$ cat src/rtl/dll_pkg.sv
package dll_pkg;

    typedef enum logic [1:0] {
        PH_ZERO = 2'b00,
        PH_72   = 2'b01,
        PH_90   = 2'b10,
        PH_RSVD = 2'b11
    } phase_sel_e;

    typedef struct packed {
        logic valid;
        logic up;
    } step_ev_t;

    function automatic int unsigned round_div(input int unsigned num, input int unsigned den);
        return (num + den / 2) / den;
    endfunction

endpackage

$ cat src/rtl/dll_step_counter.sv
module dll_step_counter
    import dll_pkg::*;
#(
    parameter int CODE_W       = 6,
    parameter int UPD_INTERVAL = 2,
    parameter int RESET_CODE   = 0
) (
    input  logic              clk,
    input  logic              rst,
    input  logic              clr,
    input  logic              run,
    input  logic              up_req,
    output logic [CODE_W-1:0] code,
    output step_ev_t          step_ev
);
    localparam int TMR_W = (UPD_INTERVAL > 1) ? $clog2(UPD_INTERVAL) : 1;
    localparam logic [CODE_W-1:0] CODE_MAX = {CODE_W{1'b1}};
    localparam logic [TMR_W-1:0]  TMR_LAST = TMR_W'(UPD_INTERVAL - 1);

    logic [TMR_W-1:0]  tmr_q;
    logic [CODE_W-1:0] code_q;
    logic              tick;

    assign tick = run && (tmr_q == TMR_LAST);

    always_ff @(posedge clk) begin
        if (rst || clr) begin
            tmr_q <= '0;
        end else if (run) begin
            tmr_q <= tick ? '0 : tmr_q + 1'b1;
        end
    end

    always_ff @(posedge clk) begin
        if (rst) begin
            code_q <= CODE_W'(RESET_CODE);
        end else if (tick) begin
            if (up_req && code_q != CODE_MAX) begin
                code_q <= code_q + 1'b1;
            end else if (!up_req && code_q != '0) begin
                code_q <= code_q - 1'b1;
            end
        end
    end

    assign code          = code_q;
    assign step_ev.valid = tick;
    assign step_ev.up    = up_req;

    assert_single_step_R2: assert property (@(posedge clk) disable iff (rst)
        (code_q == $past(code_q)) ||
        ({1'b0, code_q} == {1'b0, $past(code_q)} + 1'b1) ||
        ({1'b0, code_q} + 1'b1 == {1'b0, $past(code_q)}));

    assert_sat_high_R3: assert property (@(posedge clk) disable iff (rst)
        (tick && up_req && code_q == CODE_MAX) |=> (code_q == CODE_MAX));

    assert_sat_low_R3: assert property (@(posedge clk) disable iff (rst)
        (tick && !up_req && code_q == '0) |=> (code_q == '0));

    assert_hold_when_idle_R7: assert property (@(posedge clk) disable iff (rst)
        !run |=> $stable(code_q));

endmodule

$ cat src/rtl/dll_lock_detect.sv
module dll_lock_detect
    import dll_pkg::*;
#(
    parameter int ALT_NEEDED = 4
) (
    input  logic     clk,
    input  logic     rst,
    input  logic     clr,
    input  step_ev_t step_ev,
    output logic     locked
);
    localparam int AW = $clog2(ALT_NEEDED + 1);
    localparam logic [AW-1:0] ALT_TOP = AW'(ALT_NEEDED);

    logic          have_prev_q;
    logic          prev_up_q;
    logic [AW-1:0] alt_q;
    logic [AW-1:0] alt_next;
    logic          locked_q;

    always_comb begin
        if (have_prev_q && (step_ev.up != prev_up_q)) begin
            alt_next = (alt_q == ALT_TOP) ? alt_q : alt_q + 1'b1;
        end else begin
            alt_next = '0;
        end
    end

    always_ff @(posedge clk) begin
        if (rst || clr) begin
            have_prev_q <= 1'b0;
            prev_up_q   <= 1'b0;
            alt_q       <= '0;
            locked_q    <= 1'b0;
        end else if (step_ev.valid) begin
            have_prev_q <= 1'b1;
            prev_up_q   <= step_ev.up;
            alt_q       <= alt_next;
            if (alt_next == ALT_TOP) begin
                locked_q <= 1'b1;
            end
        end
    end

    assign locked = locked_q;

    assert_lock_clear_R6: assert property (@(posedge clk) disable iff (rst)
        clr |=> !locked_q);

    assert_lock_on_update_R5: assert property (@(posedge clk) disable iff (rst)
        $rose(locked_q) |-> $past(step_ev.valid));

endmodule

$ cat src/rtl/dll_phase_scaler.sv
module dll_phase_scaler
    import dll_pkg::*;
#(
    parameter int CODE_W = 6
) (
    input  logic [CODE_W-1:0] code,
    input  phase_sel_e        sel,
    output logic [CODE_W-1:0] shift,
    output logic              bypass
);
    always_comb begin
        unique case (sel)
            PH_72: begin
                shift  = CODE_W'(round_div(32'(code), 5));
                bypass = 1'b0;
            end
            PH_90: begin
                shift  = CODE_W'(round_div(32'(code), 4));
                bypass = 1'b0;
            end
            default: begin
                shift  = '0;
                bypass = 1'b1;
            end
        endcase
    end

    always_comb begin
        assert_bypass_zero_R8: assert (!bypass || shift == '0);
    end

endmodule

$ cat src/rtl/strobe_dll_ctrl.sv
module strobe_dll_ctrl
    import dll_pkg::*;
#(
    parameter int CODE_W       = 6,
    parameter int NUM_STROBES  = 10,
    parameter int UPD_INTERVAL = 2,
    parameter int ALT_NEEDED   = 4,
    parameter int RESET_CODE   = 0
) (
    input  logic                          clk,
    input  logic                          rst,
    input  logic                          enable,
    input  logic                          freeze,
    input  logic                          early_late,
    input  logic [1:0]                    phase_sel,
    output logic [CODE_W-1:0]             period_code,
    output logic [NUM_STROBES*CODE_W-1:0] shift_codes,
    output logic                          bypass,
    output logic                          locked
);
    logic              run;
    logic              clr;
    logic [CODE_W-1:0] code;
    logic [CODE_W-1:0] shift;
    step_ev_t          step_ev;
    phase_sel_e        sel;

    assign run = enable && !freeze;
    assign clr = !enable;
    assign sel = phase_sel_e'(phase_sel);

    dll_step_counter #(
        .CODE_W       (CODE_W),
        .UPD_INTERVAL (UPD_INTERVAL),
        .RESET_CODE   (RESET_CODE)
    ) u_counter (
        .clk     (clk),
        .rst     (rst),
        .clr     (clr),
        .run     (run),
        .up_req  (early_late),
        .code    (code),
        .step_ev (step_ev)
    );

    dll_lock_detect #(
        .ALT_NEEDED (ALT_NEEDED)
    ) u_lock (
        .clk     (clk),
        .rst     (rst),
        .clr     (clr),
        .step_ev (step_ev),
        .locked  (locked)
    );

    dll_phase_scaler #(
        .CODE_W (CODE_W)
    ) u_scaler (
        .code   (code),
        .sel    (sel),
        .shift  (shift),
        .bypass (bypass)
    );

    for (genvar lane = 0; lane < NUM_STROBES; lane++) begin : g_lane
        assign shift_codes[lane*CODE_W +: CODE_W] = shift;
    end

    assign period_code = code;

    assert_frozen_lock_held_R7: assert property (@(posedge clk) disable iff (rst)
        (enable && freeze && $past(enable)) |=> $stable(locked));

endmodule

$ cat config.mk
export PLATFORM = sky130hd
export DESIGN_NAME = strobe_dll_ctrl
export DESIGN_NICKNAME = d
export VERILOG_FILES = /design/src/rtl/dll_pkg.sv /design/src/rtl/dll_step_counter.sv /design/src/rtl/dll_lock_detect.sv /design/src/rtl/dll_phase_scaler.sv /design/src/rtl/strobe_dll_ctrl.sv
export SDC_FILE = /design/constraint.sdc
export NUM_CORES = 1
export LEC_CHECK = 0
export BUFFER_PORTS_ARGS = -buffer_cell sky130_fd_sc_hd__buf_2
export CORE_MARGIN = 3
export CORE_UTILIZATION = 40
export CTS_BUF_LIST = sky130_fd_sc_hd__clkbuf_4
export DETAILED_ROUTE_END_ITERATION = 16
export GPL_TIMING_DRIVEN = 0
export PLACE_DENSITY = 0.7
export SLEW_MARGIN = 20
export SYNTH_ARGS = -nofsm -noshare
export SYNTH_HDL_FRONTEND = slang
export SYNTH_SLANG_ARGS = --single-unit
$ cat constraint.sdc
create_clock -name clk -period 4.5 [get_ports clk]
set_input_delay 0.45 -clock clk [delete_from_list [all_inputs] [get_ports clk]]
set_output_delay 0.45 -clock clk [all_outputs]
set_load 0.01 [all_outputs]
Yosys cells after proc, flatten, opt, wreduce, memory -nomap -nowiden

Cells that the tools add are included.
Widths: inputs -> output; s select.

Add/sub/neg operators: 5
Div/mod/pow operators: 1
Equal/unequal tests: 6
Mux-type cells: 7
Reductions and logical operators: 14

Operator list:

| cell                  | count |
|---|---|
| $div 32x3->32 const B | 1 |
| $mux 6                | 2 |
| $pmux 6 s2            | 1 |
| $add 6x2->7 const B   | 1 |
| $add 6x1->6 const B   | 1 |
| $eq 3x3->1 const B    | 2 |
| $mux 3                | 2 |
| $ne 6x6->1 const B    | 1 |
| $reduce_bool 6->1     | 1 |
| $sub 6x1->6 const B   | 1 |
| $logic_and 1x1->1     | 5 |
| $reduce_and 2->1      | 2 |
| $add 3x1->3 const B   | 1 |
| $logic_not 1->1       | 3 |
| $eq 2x1->1 const B    | 1 |
| $eq 2x2->1 const B    | 1 |
| $mux 1                | 2 |
| $reduce_bool 2->1     | 1 |
| $reduce_or 2->1       | 1 |
| $add 1x1->1 const B   | 1 |
| $logic_or 1x1->1      | 1 |
| $ne 1x1->1            | 1 |

Flip-flop bits (word level): 13
Bits of input ports: 7
Word-level logic and storage cells: 39

Logic depth before layout (Yosys ltp)

Word-level depth: 5
Mapped depth: 22

Cells and area by module

Synthesis repeated with hierarchy kept, for this count alone.

Cell total of the unflattened synthesis: 313
Area, all modules: 2424.8 sq um

Modules (own cells, without submodules):

| module           | times used | cells each | area each (sq um) | sequential area each (sq um) |
|---|---|---|---|---|
| dll_phase_scaler | 1          | 160        | 1141.1            | 0.0 |
| dll_step_counter | 1          | 60         | 528.0             | 140.1 |
| strobe_dll_ctrl  | 1          | 56         | 422.9             | 0.0 |
| dll_lock_detect  | 1          | 37         | 332.8             | 120.1 |

Least setup slack after synthesis

OpenSTA, ideal clock, no wires.

Path kind: flip-flop to output port
Start: register u_counter.code_q[1] (netlist: u_counter.code[1])
End: output shift_codes[12]
Data arrival time: 4.342 ns
Required time: 4.050 ns
Path slack: -0.292 ns
Cell stages (with the launch flop): 22
Path buffers: 2
Cells stage by stage: dfxtp_1 > ha_1 > buf_2 > nand3_1 > xnor2_1 > nand2_1 > ha_1 > nor2_1 > nand2_1 > a32o_2 > or4_4 > a31oi_2 > a21oi_1 > nor2_1 > a21oi_1 > ha_1 > nand3b_1 > nand4_1 > o21ai_0 > and3b_1 > o22ai_2 > buf_4

Longest elaborated chain between the ends: 3

RTL lines:

| what                   | line                   | text |
|---|---|---|
| from (decl)            | dll_step_counter.sv:21 | `logic [CODE_W-1:0] code_q;` |
| from (signal assigned) | dll_step_counter.sv:36 | `code_q <= CODE_W'(RESET_CODE);` |
| from (signal assigned) | dll_step_counter.sv:39 | `code_q <= code_q + 1'b1;` |
| from (signal assigned) | dll_step_counter.sv:41 | `code_q <= code_q - 1'b1;` |
| $add 6x2->7 *          | dll_pkg.sv:16          | `return (num + den / 2) / den;` |
| $div 32x3->32          | dll_pkg.sv:16          |  |
| $pmux 6 s2 *           | dll_phase_scaler.sv:12 | `unique case (sel)` |
| to (decl)              | strobe_dll_ctrl.sv:17  | `output logic [NUM_STROBES*CODE_W-1:0] shift_codes,` |

Mark *: on every way between the ends. The rest lies on a longest branch, timed or not.

Worst setup path in the final report

Start: register u_counter.code_q[2] (netlist: u_counter.code[2])
End: output shift_codes[25]

Same word-level chain as after synthesis.

==> out/results.ini <==
[status]
outcome = complete, but fails checks
violations = negative setup slack

[layout]
final_core_util_pct = 63.5
area_delta_synth_final_pct = 50.6
fillCellCount = 433
diodes = 0
finalNonFillerCells = 446
finalNetCount = 403
drive_above_1_share_pct = 50.9

[global_route]
grt_use_total_pct = 17.8
grt_pass1_vias = 1983
overflow = 0
grt_pass1_wl_um = 9190
grt_start_max_net_pins = 12
antenna_found_initial = 0

[cts]
clk_pin_slew_worst_paths_ns = 0.08
cts_tree = done
ctsLongestPathBuffers = 2
root_buffer = clkbuf_4
htree_levels = 1
numCtsBuffers = 3
cts.sinks = 13
clkLatencyLatePin_ns = 0.28

[placed_design]
dp_slack_ns = -0.491
dp_cells = 418
dp_hpwl_um = 3810
place.gp.congestion = 0.847
port_buffers = 64

[job]
maxCapViolCount = 0

[setup_path]
path_depth = 22
cp-start-kind = register
worst_r2r_path_depth = 14
required_ns = 4.05
cp_top_family = compound AO/OA/AOI/OAI gates
crit_fanout = 5
cpPeakStageDelay_ns = 0.46
crit_path_top_delay_cell = o41a_1
crit_buf_inv = 3
crit_chain = ha_4, buf_6, nand3_4, xnor2_2, nand2_1, ha_1, nor2_2, nand2_1, a32o_2, o41a_1, a31oi_4, a21oi_2, nor2_1, a21oi_2, ha_2, nand3b_1, nand4_1, o211ai_1, a22oi_2, nor2_4, buf_6, buf_6
crit_type = register to primary output
cpMostUsedCell = buf_6
endpoint_kind = primary output
cp.arrival_ns = 4.18

[yosys]
synth_flop_cell = dfxtp_1
synthDistinctLibCells = 60
synthesis.instances = 278
synth_edf_count = 0
syn_avg_cell_area_um2 = 7.26
ys_ff_latch = 13
synth-warning-count = 0
synth.yosys.seq_area_share_pct = 12.9
syn_area_mm2 = 0.00202
async_reset_ff_share_pct = 0

[floorplanning]
fp-row-count = 25
core_mm2 = 0.00479
start_util_pct = 42.1
io_pins = 75
die_area_mm2 = 0.00593
die_y_um = 77.0
chipWidth_um = 77.0

[sta]
slew_headroom_pct = 39.2
timing_worst_slew_pin_value_ns = 0.904
period_share_pct = 103
slew_violations = 0
grt_setup_unrepaired = yes
layout_min_cycle_time_ns = 4.63
setup_viol = 19
max_freq_mhz = 216
setup_slack_ns = -0.126
finalHoldViolations = 0
finalSetupTns_ns = -1.76
clock_skew_ns = 0.00569

[drt]
wl_um = 5490
num_vias = 2183
firstDrtPassIters = 5
drc_errors = 0
ant_nets = 0
drt-initial-drc-count = 137
wl_per_cell_um = 12.3
vias_per_cell = 4.89

[min_path]
min_path_type = input port to register
hold_depth = 3

[power_and_ir_drop]
p_per_area_mw_per_mm2 = 87.9
irDropWorstVdd_mv = 0.144
total_power_mw = 0.267
p_leak_nw = 1.56

==> kinds of logic (layout without fill, tap and decap cells) <==
kind of cell / after synthesis / in the layout / share of synthesized area, %
simple gates: 91 / 92 / 23.8
fa+ha+maj: 16 / 16 / 10.3
mux: 2 / 2 / 1.05
other cells: 1 / 10 / 0.186
compound gates: 63 / 64 / 21.3
flops: 13 / 13 / 12.9
buf+inv: 81 / 171 / 25.7
xor+xnor: 11 / 11 / 4.78
==> final cells by class <==
class                           instances  area [µm²]  area share [%]
Sequential cell                        13         272            8.94
Clock buffer                            4        30.0           0.988
Multi-Input combinational cell        195        1420            46.9
Tap cell                               67        83.8            2.76
Inverter                               16        61.3            2.02
Timing Repair Buffer                   86         624            20.6
Buffer                                 65         543            17.9
==> Yosys cell counts (4+ instances only) <==
master | instances | area share [%]
dfxtp_1 | 13 | 13
inv_1 | 13 | 2.4
xor2_1 | 5 | 2.2
xnor2_1 | 6 | 2.6
ha_1 | 15 | 9.3
nor2_1 | 24 | 4.5
clkbuf_1 | 4 | 0.74
o21ai_0 | 9 | 2.2
nand3_1 | 11 | 2.7
nand3b_1 | 4 | 1.5
nand2b_1 | 4 | 1.2
buf_2 | 6 | 1.5
and2_1 | 6 | 1.9
nand2_1 | 15 | 2.8
a21oi_1 | 22 | 5.5
nor3_1 | 6 | 1.5
buf_4 | 55 | 20
==> repair_timing <==
action	4_1_cts	5_1_grt
hold buffers	0	0
gates resized for setup	57	22
hold endpoints to repair	0	0
pin swaps	23	11
setup buffers	13	9
gates cloned	2	0
setup endpoints to repair	30	29
==> state kept, by name, indices dropped and copies added, names as in the netlist <==
signal and cells:
u_lock.locked 1, u_lock.prev_up_q 1, u_counter.tmr_q 1, u_counter.code 6
u_lock.alt_q 3, u_lock.have_prev_q 1
==> cells in the final DEF (no fill, tap or decap), types with 3 or more instances in the layout <==
master	synthesis	layout
buf_2	6	47
nor2b_1	3	3
ha_1	15	12
xnor2_1	6	4
o21ai_0	9	8
nor2_1	24	22
a21oi_1	22	20
buf_6	0	39
dfxtp_2	0	3
dfxtp_1	13	8
nand2_1	15	14
inv_2	2	3
inv_1	13	12
conb_1	1	10
clkbuf_4	0	4
nor3_1	6	5
nand3b_1	4	4
clkbuf_1	4	4
o21ai_1	3	3
buf_4	55	59
nor3_2	2	3
nand2b_1	4	4
xor2_1	5	5
nand3_1	11	9
and2_1	6	6
==> path summary, 6_finish.rpt <==
kind	start	endpoint	slack, ns
max	u_counter.code[2]	shift_codes[25]	-0.13
min	freeze	u_counter.tmr_q	0.44
max reg2reg	u_counter.code[1]	u_counter.code[5]	1.54
min reg2reg	u_lock.have_prev_q	u_lock.have_prev_q	0.46
==> worst register-to-register path: stages, from the launching register on <==
cell,delay (ns)
dfxtp_4,0.37
buf_12,0.14
nand3_2,0.09
or2_4,0.13
inv_2,0.05
a21boi_0,0.36
inv_1,0.22
ha_1,0.31
a21o_1,0.17
a21oi_1,0.23
o21bai_1,0.09
a21oi_1,0.18
xnor2_1,0.09
or3_1,0.31
a21oi_1,0.14
==> routing by layer <==
layer / GRT usage [%] / vias to the layer above / share of wire (%)
met4: 3.38 / 0 / 0.80
met2: 33.4 / 67 / 52
met3: 1.88 / 4 / 5.4
li1: - / 1109 / -
met1: 22.0 / 1003 / 42
met5: 0 / - / 0
==> per-stage QoR <==
| step | hold WS, ns | cell area [µm²] |
|---|---|---|
| after CTS | 0.437 | 2880 |
| final | 0.441 | 3040 |
| after floorplan | 0.432 | 2080 |
| after global placement | 0.438 | 2480 |
| after detailed placement | 0.452 | 2480 |
| after global routing | 0.460 | 3040 |
==> where the power goes <==
group	total, mW	leakage [nW]	internal (mW)	switching [mW]
clock	0.0798	0.0184	0.0405	0.0393
sequential	0.117	0.108	0.115	0.00136
combinational	0.0706	1.43	0.0332	0.0374
Power figures use the tool's default switching activity.
